==> src/rtl/gipa_pkg.sv <==
package gipa_pkg;

  localparam int GIPA_PRIO_W  = 8;
  localparam int GIPA_SPLIT_W = 3;

  typedef logic [GIPA_PRIO_W-1:0]  prio_t;
  typedef logic [GIPA_SPLIT_W-1:0] split_t;

  // Bits of a priority value that form the group field for split n.
  function automatic prio_t group_mask(input split_t n);
    logic [31:0] ones;
    ones = {32{1'b1}} << (32'(n) + 32'd1);
    return prio_t'(ones);
  endfunction

endpackage

==> src/rtl/gipa_rst_sync.sv <==
module gipa_rst_sync (
  input  logic clk,
  input  logic rst_n,
  output logic rst_sync_n
);

  logic stage1_q;
  logic stage2_q;

  always_ff @(posedge clk or negedge rst_n) begin
    if (!rst_n) begin
      stage1_q <= 1'b0;
      stage2_q <= 1'b0;
    end else begin
      stage1_q <= 1'b1;
      stage2_q <= stage1_q;
    end
  end

  assign rst_sync_n = stage2_q;

endmodule

==> src/rtl/gipa_prio_table.sv <==
module gipa_prio_table #(
  parameter int NUM_IRQ = 16,
  parameter int IDX_W   = 4
) (
  input  logic                clk,
  input  logic                rst_n,
  input  logic                wr_en,
  input  logic [IDX_W-1:0]    wr_idx,
  input  gipa_pkg::prio_t     wr_prio,
  input  logic                wr_enable,
  output gipa_pkg::prio_t     prio_o [NUM_IRQ],
  output logic [NUM_IRQ-1:0]  en_o
);

  gipa_pkg::prio_t    prio_q [NUM_IRQ];
  gipa_pkg::prio_t    prio_d [NUM_IRQ];
  logic [NUM_IRQ-1:0] en_q;
  logic [NUM_IRQ-1:0] en_d;
  logic [NUM_IRQ-1:0] line_ce;

  for (genvar i = 0; i < NUM_IRQ; i++) begin : g_line
    assign line_ce[i] = wr_en && (wr_idx == IDX_W'(i));

    always_comb begin
      prio_d[i] = prio_q[i];
      en_d[i]   = en_q[i];
      if (line_ce[i]) begin
        prio_d[i] = wr_prio;
        en_d[i]   = wr_enable;
      end
    end

    always_ff @(posedge clk or negedge rst_n) begin
      if (!rst_n) begin
        prio_q[i] <= '0;
        en_q[i]   <= 1'b0;
      end else if (line_ce[i]) begin
        prio_q[i] <= prio_d[i];
        en_q[i]   <= en_d[i];
      end
    end

    assign prio_o[i] = prio_q[i];
  end

  assign en_o = en_q;

  logic armed_q;
  always_ff @(posedge clk or negedge rst_n) begin
    if (!rst_n) armed_q <= 1'b0;
    else        armed_q <= 1'b1;
  end

  // a write lands in the addressed entry at the next edge
  assert_table_write_R10: assert property (@(posedge clk) disable iff (!rst_n)
    (armed_q && wr_en) |=> (prio_o[$past(wr_idx)] == $past(wr_prio)) &&
                           (en_o[$past(wr_idx)] == $past(wr_enable)));

endmodule

==> src/rtl/gipa_min_tree.sv <==
module gipa_min_tree #(
  parameter int NUM_IRQ = 16,
  parameter int IDX_W   = 4
) (
  input  logic [NUM_IRQ-1:0] cand_v,
  input  gipa_pkg::prio_t    cand_p [NUM_IRQ],
  output logic               win_v,
  output gipa_pkg::prio_t    win_p,
  output logic [IDX_W-1:0]   win_id
);

  localparam int LVLS = (NUM_IRQ > 1) ? $clog2(NUM_IRQ) : 0;
  localparam int NP   = 1 << LVLS;

  for (genvar l = 0; l <= LVLS; l++) begin : g_lvl
    localparam int N = NP >> l;
    logic            v  [N];
    gipa_pkg::prio_t p  [N];
    logic [IDX_W-1:0] id [N];

    if (l == 0) begin : g_leaf
      for (genvar i = 0; i < N; i++) begin : g_in
        if (i < NUM_IRQ) begin : g_real
          assign v[i]  = cand_v[i];
          assign p[i]  = cand_p[i];
          assign id[i] = IDX_W'(i);
        end else begin : g_pad
          assign v[i]  = 1'b0;
          assign p[i]  = '1;
          assign id[i] = '0;
        end
      end
    end else begin : g_node
      for (genvar j = 0; j < N; j++) begin : g_cmp
        logic take_left;
        // The left child holds the lower line numbers, so it wins ties.
        assign take_left = g_lvl[l-1].v[2*j] &&
                           (!g_lvl[l-1].v[2*j+1] ||
                            (g_lvl[l-1].p[2*j] <= g_lvl[l-1].p[2*j+1]));
        assign v[j]  = g_lvl[l-1].v[2*j] || g_lvl[l-1].v[2*j+1];
        assign p[j]  = take_left ? g_lvl[l-1].p[2*j]  : g_lvl[l-1].p[2*j+1];
        assign id[j] = take_left ? g_lvl[l-1].id[2*j] : g_lvl[l-1].id[2*j+1];
      end
    end
  end

  assign win_v  = g_lvl[LVLS].v[0];
  assign win_p  = g_lvl[LVLS].p[0];
  assign win_id = g_lvl[LVLS].id[0];

endmodule

==> src/rtl/gipa_preempt.sv <==
module gipa_preempt (
  input  logic            win_v,
  input  gipa_pkg::prio_t win_p,
  input  gipa_pkg::prio_t active_p,
  input  logic            in_handler,
  input  gipa_pkg::split_t split,
  output logic            preempt
);

  gipa_pkg::prio_t gmask;
  gipa_pkg::prio_t win_grp;
  gipa_pkg::prio_t act_grp;
  logic            grp_better;

  always_comb begin
    gmask      = gipa_pkg::group_mask(split);
    win_grp    = win_p & gmask;
    act_grp    = active_p & gmask;
    grp_better = win_grp < act_grp;
    preempt    = win_v && (!in_handler || grp_better);
  end

endmodule

==> src/rtl/gipa_arbiter.sv <==
module gipa_arbiter #(
  parameter  int NUM_IRQ = 16,
  localparam int IDX_W   = (NUM_IRQ > 1) ? $clog2(NUM_IRQ) : 1
) (
  input  logic               clk,
  input  logic               rst_n,
  input  logic [NUM_IRQ-1:0] pending,
  input  logic               wr_en,
  input  logic [IDX_W-1:0]   wr_idx,
  input  logic [7:0]         wr_prio,
  input  logic               wr_enable,
  input  logic [2:0]         split_cfg,
  input  logic               in_handler,
  input  logic [7:0]         active_prio,
  output logic [IDX_W-1:0]   irq_id,
  output logic               irq_valid,
  output logic               preempt_req
);

  logic               rst_s_n;
  gipa_pkg::prio_t    prio_tab [NUM_IRQ];
  logic [NUM_IRQ-1:0] en_vec;
  logic [NUM_IRQ-1:0] cand;
  logic               win_v;
  gipa_pkg::prio_t    win_p;
  logic [IDX_W-1:0]   win_id;
  logic               pre_c;

  gipa_rst_sync u_rst (
    .clk        (clk),
    .rst_n      (rst_n),
    .rst_sync_n (rst_s_n)
  );

  gipa_prio_table #(.NUM_IRQ(NUM_IRQ), .IDX_W(IDX_W)) u_tab (
    .clk       (clk),
    .rst_n     (rst_s_n),
    .wr_en     (wr_en),
    .wr_idx    (wr_idx),
    .wr_prio   (wr_prio),
    .wr_enable (wr_enable),
    .prio_o    (prio_tab),
    .en_o      (en_vec)
  );

  assign cand = pending & en_vec;

  gipa_min_tree #(.NUM_IRQ(NUM_IRQ), .IDX_W(IDX_W)) u_tree (
    .cand_v (cand),
    .cand_p (prio_tab),
    .win_v  (win_v),
    .win_p  (win_p),
    .win_id (win_id)
  );

  gipa_preempt u_pre (
    .win_v      (win_v),
    .win_p      (win_p),
    .active_p   (active_prio),
    .in_handler (in_handler),
    .split      (split_cfg),
    .preempt    (pre_c)
  );

  logic             valid_d, valid_q;
  logic             pre_d, pre_q;
  logic [IDX_W-1:0] id_d, id_q;

  always_comb begin
    valid_d = win_v;
    pre_d   = pre_c;
    id_d    = win_v ? win_id : '0;
  end

  always_ff @(posedge clk or negedge rst_s_n) begin
    if (!rst_s_n) begin
      valid_q <= 1'b0;
      pre_q   <= 1'b0;
      id_q    <= '0;
    end else begin
      valid_q <= valid_d;
      pre_q   <= pre_d;
      id_q    <= id_d;
    end
  end

  assign irq_valid   = valid_q;
  assign preempt_req = pre_q;
  assign irq_id      = id_q;

  logic armed_q;
  always_ff @(posedge clk or negedge rst_s_n) begin
    if (!rst_s_n) armed_q <= 1'b0;
    else          armed_q <= 1'b1;
  end

  // the root of the tree beats or ties every qualifying leaf
  for (genvar i = 0; i < NUM_IRQ; i++) begin : g_chk
    assert_min_select_R3: assert property (@(posedge clk) disable iff (!rst_s_n)
      cand[i] |-> win_v && ((win_p < prio_tab[i]) ||
                            ((win_p == prio_tab[i]) && (win_id <= IDX_W'(i)))));
  end

  assert_idle_quiet_R2: assert property (@(posedge clk) disable iff (!rst_s_n)
    !irq_valid |-> (!preempt_req && (irq_id == '0)));

  assert_one_cycle_R9: assert property (@(posedge clk) disable iff (!rst_s_n)
    armed_q |=> (irq_valid == $past(|(pending & en_vec))));

  assert_thread_preempt_R6: assert property (@(posedge clk) disable iff (!rst_s_n)
    (armed_q && !in_handler && win_v) |=> preempt_req);

  assert_same_group_hold_R7: assert property (@(posedge clk) disable iff (!rst_s_n)
    (armed_q && in_handler &&
     ((win_p & gipa_pkg::group_mask(split_cfg)) ==
      (active_prio & gipa_pkg::group_mask(split_cfg)))) |=> !preempt_req);

  assert_empty_group_R8: assert property (@(posedge clk) disable iff (!rst_s_n)
    (armed_q && in_handler && (split_cfg == 3'd7)) |=> !preempt_req);

endmodule

==> config.mk <==
export PLATFORM = sky130hd
export DESIGN_NAME = gipa_arbiter
export DESIGN_NICKNAME = d
export VERILOG_FILES = /design/src/rtl/gipa_pkg.sv /design/src/rtl/gipa_rst_sync.sv /design/src/rtl/gipa_prio_table.sv /design/src/rtl/gipa_min_tree.sv /design/src/rtl/gipa_preempt.sv /design/src/rtl/gipa_arbiter.sv
export SDC_FILE = /design/constraint.sdc
export NUM_CORES = 1
export LEC_CHECK = 0
export ABC_AREA = 1
export CAP_MARGIN = 20
export CORE_ASPECT_RATIO = 1.4
export CORE_MARGIN = 1
export CORE_UTILIZATION = 59
export DETAILED_ROUTE_END_ITERATION = 12
export DONT_BUFFER_PORTS = 1
export GPL_ROUTABILITY_DRIVEN = 0
export GPL_TIMING_DRIVEN = 1
export PLACE_DENSITY_LB_ADDON = 0.05
export SLEW_MARGIN = 20
export SYNTH_ARGS = -nofsm -noshare
export SYNTH_HDL_FRONTEND = slang
export SYNTH_HIERARCHICAL = 1
export SYNTH_SLANG_ARGS = --single-unit
==> constraint.sdc <==
create_clock -name clk -period 4.7 [get_ports clk]
set_input_delay 0.47 -clock clk [delete_from_list [all_inputs] [get_ports clk]]
set_output_delay 0.47 -clock clk [all_outputs]
set_load 0.02 [all_outputs]
Word-level counts from Yosys, hierarchy flattened
Index checks and enable logic that the tools add are counted.

Register bits: 152. Bits of input ports: 44. Output and inout port bits: 6. Logic and storage cells: 184.

Add/sub/neg operators: 1. $lt $le $gt $ge: 16. Equality and inequality tests: 15. Shift-type cells: 1. Mux-type cells: 31. Bitwise gates (word level): 3. Reduce and logical (&&, ||, !) cells: 80.

Operators by type and width (number): $le A8 B8 Y1 (15); $mux W8 (15); $eq A4 B4 Y1 const B (8); $logic_and A1 B1 Y1 (32); $mux W4 (8); $shl A32 B32 Y8 const A (1); $logic_or A1 B1 Y1 (31); $and A16 B16 Y16 (1); $and A8 B8 Y8 (2); $eq A4 B3 Y1 const B (4); $logic_not A1 Y1 (16); $eq A4 B2 Y1 const B (2); $lt A8 B8 Y1 (1); $mux W1 (8); $add A3 B1 Y4 const B (1); $eq A4 B1 Y1 const B (1); $logic_not A4 Y1 (1).

Logic depth before layout (Yosys ltp)
Depth in word-level cells: 21. Mapped depth: 59. Depth with buffers taken out: 56.

Cells and area by module
The synthesis kept the hierarchy.

Modules (own cells, without submodules): gipa_prio_table (times used 1, cells an instance 661, area an instance 5826.8 um2, sequential area each 3603.5 um2); gipa_min_tree (times used 1, cells an instance 871, area an instance 4994.8 um2, sequential area each 0.0 um2); gipa_preempt (times used 1, cells an instance 62, area an instance 367.9 um2, sequential area each 0.0 um2); gipa_arbiter (times used 1, cells an instance 46, area an instance 300.3 um2, sequential area each 150.1 um2); gipa_rst_sync (times used 1, cells an instance 3, area an instance 53.8 um2, sequential area each 50.0 um2).

Worst setup path after synthesis
Ideal clock, no wire load.

Path type: flip-flop to flip-flop. From: register u_tab.prio_q (netlist bit u_tab/prio_o[51]). To: register pre_q, in the netlist preempt_req. Library setup time: 73 ps. Data arrival time: 6567 ps. Required time: 4627 ps. Path slack: -1940 ps. Stages on the path, launching flop included: 47. Buffers on the path: 3. Period minus slack after synthesis: 6640 ps. Path through: dfrtp_1 > inv_1 > ha_1 > nand2_1 > inv_1 > a221oi_1 > o211ai_1 > o211ai_2 > nand2_1 > nand2_1 > nand2_1 > inv_1 > ha_1 > nand2_1 > inv_1 > a221o_1 > o221ai_1 > o21ai_2 > [... 11 more ...] > nand2_1 > ha_1 > a21oi_1 > o21ai_0 > a21oi_1 > o211ai_1 > a21oi_4 > inv_2 > buf_2 > nand3_1 > nand2_1 > and2_1 > ha_1 > a21oi_1 > nor2_1 > a211oi_1 > nand2_1 > a21oi_2.

Cells in the longest elaborated chain, start to end: 20.

RTL lines: start, declared (line gipa_prio_table.sv:15) `gipa_pkg::prio_t prio_q [NUM_IRQ];`; start signal, assigned by index (line gipa_prio_table.sv:38) `prio_q[i] <= prio_d[i];`; $le A8 B8 Y1 (line gipa_min_tree.sv:39) `(g_lvl[l-1].p[2*j] <= g_lvl[l-1].p[2*j+1]));`; $logic_or A1 B1 Y1 (line gipa_min_tree.sv:38) `(!g_lvl[l-1].v[2*j+1] ||`; $logic_and A1 B1 Y1 (line gipa_min_tree.sv:37) `assign take_left = g_lvl[l-1].v[2*j] &&`; $mux W8 * (line gipa_min_tree.sv:41) `assign p[j] = take_left ? g_lvl[l-1].p[2*j] : g_lvl[l-1].p[2*j+1];`; $le A8 B8 Y1 (line gipa_min_tree.sv:39); $logic_or A1 B1 Y1 (line gipa_min_tree.sv:38); $logic_and A1 B1 Y1 (line gipa_min_tree.sv:37); $mux W8 * (line gipa_min_tree.sv:41); [... 6 more ...]; $logic_and A1 B1 Y1 (line gipa_min_tree.sv:37); $mux W8 * (line gipa_min_tree.sv:41); named net win_p[5] (line gipa_arbiter.sv:25) `gipa_pkg::prio_t win_p;`; $and A8 B8 Y8 * (line gipa_preempt.sv:17) `win_grp = win_p & gmask;`; $lt A8 B8 Y1 * (line gipa_preempt.sv:19) `grp_better = win_grp < act_grp;`; $logic_or A1 B1 Y1 * (line gipa_preempt.sv:20) `preempt = win_v && (!in_handler || grp_better);`; $logic_and A1 B1 Y1 * (line gipa_preempt.sv:20); named net pre_c (line gipa_arbiter.sv:27) `logic pre_c;`; end signal, assigned (line gipa_arbiter.sv:82) `pre_q <= pre_d;`; end, declared (line gipa_arbiter.sv:66) `logic pre_d, pre_q;`.

Mark *: on every way through the listed nets, which the timed path passes. The rest lies on a longest branch. A chain may end at the register's enable or synchronous reset.

Worst setup path after layout
From: register u_tab.prio_q (netlist bit u_tab/prio_o[21]). To: register pre_q, in the netlist preempt_req.

The elaborated chain is that of the path after synthesis.

==> flow_summary.json <==
{
  "utilization_pct": 84.4,
  "num_io_pins": 50,
  "holdCritPathClass": "primary input to flop",
  "yosysSeqAreaShare_pct": 33.0,
  "nNetsFinal": 2149,
  "cp_num_buf_inv": 8,
  "dpl_worst_slack_ns": -2.22,
  "dieArea_sq_um": 20100,
  "fill_cells": 1131,
  "synth-main-ff-cell": "dfrtp_1",
  "start_util_pct": 60.1,
  "hold_viol": 0,
  "setup.worst_path.class": "flop to flop",
  "crit_required_ns": 5.07,
  "synth_nets": 1814,
  "core_sq_um": 19200,
  "ff_latch_area_sq_um": 3810,
  "met3_length_microns": 3050,
  "syn2layout_area_growth_pct": 40.5,
  "timing.rr.end": "preempt_req",
  "async_flop_share_pct": 100,
  "vias": 13087,
  "routedWlPerCell_microns": 18.3,
  "fp.dieH_microns": 168,
  "reg2reg_slack_ns": -2.50,
  "setup_viol": 5,
  "reg2regPathDepth": 47,
  "antenna_found_initial": 1,
  "synth-edff-count": 0,
  "fmaxAchievable_mhz": 139,
  "max_cap_viol_count": 0,
  "syn_avg_cell_area_sq_um": 7.03,
  "grt_pass1_wl_microns": 57900,
  "met2_wirelength_microns": 20400,
  "antenna-diode-count": 0,
  "cellLeakagePower_nw": 8.74,
  "wirelength_microns": 41100,
  "worstPathMaxFanout": 9,
  "hold_depth": 1,
  "min_period_ns": 7.20,
  "yosysWarnings": 6,
  "dp_hpwl_microns": 24600,
  "startpoint_type": "flop",
  "overflow": 0,
  "hold-path-endpoint": "preempt_req",
  "drt_iter0_drc": 1088,
  "cp.arrival_ns": 7.57,
  "grt_max_degree": 86,
  "path_clk_slew_ns": 0.07,
  "rsz0062_at_grt": "yes",
  "finClkSkew_ns": 0.0132,
  "period_share_pct": 153,
  "critical_path.slowest_cell": "dfrtp_1",
  "post_layout_nonfiller_instances": 2239,
  "drv_slew": 0,
  "met1_length_microns": 15000,
  "synth.cell_area_sq_um": 11500,
  "postRouteAntennaNets": 0,
  "critPathCaptureType": "flop",
  "status": "finished with violations",
  "power_mw": 8.46,
  "cts-root-buf": "clkbuf_16",
  "drive_gt1_share_pct": 33.7,
  "critPathTopFamily": "compound AO/OA/AOI/OAI gates",
  "synth_cell_types": 51,
  "routed_via_density": 5.85,
  "dp_cells": 2150,
  "max_stage_delay_ns": 0.36,
  "syn_inst": 1643,
  "row_count": 60,
  "cpMostUsedCell": "nand2_1",
  "fin_tns_setup_ns": -10.02,
  "powerDensity_nw_per_um2": 522,
  "cts_tree": "built",
  "hold_start": "in_handler",
  "clk_latency_ns": 0.44,
  "ir_worst_vdd_mv": 0.304,
  "multi_input_area_sq_um": 7880,
  "drc": 0,
  "cts_made_buffers": 17,
  "worst_slew_pin_slew_ns": 0.967,
  "r2r_start": "u_tab/prio_o[21]",
  "h-tree-depth": 4,
  "top_layer_used": "met5",
  "chipWidth_microns": 120,
  "layout_setup_ws_ns": -2.50,
  "first_pass_iters": 6,
  "clock_path_buffers": 2,
  "cts_sinks": 152,
  "slew_headroom_pct": 35.3,
  "port_buffers": 0,
  "violations": "setup timing",
  "grt.total_usage_pct": 36.7,
  "synth_seq_cells": 152,
  "grt_pass1_vias": 12189
}
==> report_power, final <==
part | internal (mW) | switching, mW
Sequential | 1.59 | 0.215
Clock | 0.719 | 0.634
Combinational | 2.52 | 2.79
==> stage by stage <==
step           hold slack (ns)  cell area, sq um
2_1_floorplan            0.174             11600
3_3_place_gp             0.174             14100
3_5_place_dp             0.174             14100
4_1_cts                  0.106             15200
5_1_grt                 0.0925             16200
6_report                0.0985             16200
==> how the worst max path moves through the flow <==
stage / slack, ns / cells past startpoint / startpoint / end
floorplan: -1.76 / 47 / u_tab/prio_o[51] / preempt_req
global placement: -2.03 / 46 / u_tab/prio_o[51] / preempt_req
detailed placement: -2.22 / 52 / u_tab/prio_o[51] / preempt_req
CTS: -1.94 / 47 / u_tab/prio_o[49] / preempt_req
global route: -2.73 / 49 / u_tab/prio_o[21] / preempt_req
finish: -2.50 / 47 / u_tab/prio_o[21] / preempt_req
==> flip-flops by register name (all words and copies together), names as in the netlist <==
register,count
u_tab/en_o,16
irq_valid,1
u_tab/prio_o,128
u_rst/rst_sync_n,1
preempt_req,1
u_rst/stage1_q,1
irq_id,4
==> layout make-up <==
| cell class | count | area share (%) |
|---|---|---|
| multi-input cells | 1244 | 48.6 |
| flip-flops and latches | 152 | 23.5 |
| repair buffers | 374 | 18.1 |
| inverters | 189 | 4.43 |
| clock buffers | 19 | 2.79 |
| well taps | 248 | 1.91 |
| clock inverters | 13 | 0.687 |
==> synthesized netlist by cell type, types with 2 or more instances <==
| cell type | n | area (sq um) |
|---|---|---|
| nand2_1 | 615 | 2310 |
| inv_1 | 184 | 691 |
| dfrtp_1 | 152 | 3800 |
| nand3_1 | 150 | 751 |
| ha_1 | 127 | 1590 |
| a21oi_1 | 56 | 280 |
| nor2_1 | 52 | 195 |
| o21ai_0 | 47 | 235 |
| nand4_1 | 41 | 257 |
| buf_2 | 27 | 135 |
| clkbuf_1 | 27 | 101 |
| nand2_2 | 20 | 125 |
| and2_1 | 17 | 106 |
| o21ai_1 | 17 | 85.1 |
| nand3b_1 | 9 | 67.6 |
| or2_1 | 9 | 56.3 |
| nand2_4 | 6 | 67.6 |
| nand3_2 | 6 | 60.1 |
| nor2_2 | 6 | 37.5 |
| nor3_1 | 6 | 30.0 |
| o21a_1 | 6 | 45.0 |
| inv_2 | 5 | 18.8 |
| o211ai_1 | 5 | 37.5 |
| or2_2 | 5 | 31.3 |
| a21o_1 | 4 | 30.0 |
| a211oi_1 | 3 | 22.5 |
| a21boi_0 | 3 | 22.5 |
| buf_1 | 3 | 11.3 |
| buf_4 | 3 | 22.5 |
| o21bai_1 | 3 | 22.5 |
| a21boi_1 | 2 | 15.0 |
| a21oi_2 | 2 | 17.5 |
| a41oi_2 | 2 | 32.5 |
| buf_6 | 2 | 22.5 |
| nor3_2 | 2 | 20.0 |
| nor3b_1 | 2 | 15.0 |
| o21ai_2 | 2 | 17.5 |
| o221ai_1 | 2 | 17.5 |
==> layer usage <==
layer / vias up / global-route usage (%)
met2: 655 / 64.7
met5: - / 0
met4: 2 / 17.0
li1: 5999 / -
met3: 246 / 5.18
met1: 6185 / 43.5
==> cell families (layout without fill, tap and decap cells) <==
family	count (synthesis)	after routing	synth area share, %
other cells	1	1	0.0325
compound gates	164	165	8.69
simple gates	948	951	35.9
buf+inv	251	595	8.68
fa+ha+maj	127	127	13.8
flops	152	152	33.0
==> layout by cell type, fill, tap and decap left out, types with 4 or more instances in the layout <==
| cell | netlist | layout |
|---|---|---|
| nand2_1 | 615 | 576 |
| buf_4 | 3 | 358 |
| inv_1 | 184 | 160 |
| dfrtp_1 | 152 | 151 |
| nand3_1 | 150 | 136 |
| ha_1 | 127 | 92 |
| nand2_2 | 20 | 56 |
| nand4_1 | 41 | 41 |
| nor2_1 | 52 | 38 |
| a21oi_1 | 56 | 34 |
| ha_4 | 0 | 34 |
| inv_2 | 5 | 26 |
| a21oi_2 | 2 | 23 |
| o21ai_0 | 47 | 20 |
| o21ai_2 | 2 | 19 |
| clkbuf_16 | 0 | 18 |
| nor2_2 | 6 | 18 |
| o21ai_1 | 17 | 18 |
| nand3_2 | 6 | 17 |
| o21ai_4 | 1 | 11 |
| and2_1 | 17 | 10 |
| nand2_4 | 6 | 9 |
| buf_6 | 2 | 9 |
| nand3b_1 | 9 | 9 |
| or2_1 | 9 | 8 |
| nor3_2 | 2 | 7 |
| and2_4 | 0 | 7 |
| o21a_1 | 6 | 6 |
| o211ai_1 | 5 | 5 |
| inv_6 | 0 | 4 |
| clkinvlp_4 | 0 | 4 |
| buf_12 | 0 | 4 |
| a21o_1 | 4 | 4 |
| or2_2 | 5 | 4 |
==> timing repair <==
action,4_1_cts,5_1_grt
hold endpoints to repair,2,0
gates resized for setup,83,171
hold buffers,1,0
pin swaps,32,76
buffers inserted,21,32
gates cloned,4,3
endpoints found under the setup margin,5,5
Power figures use the tool's default switching activity.
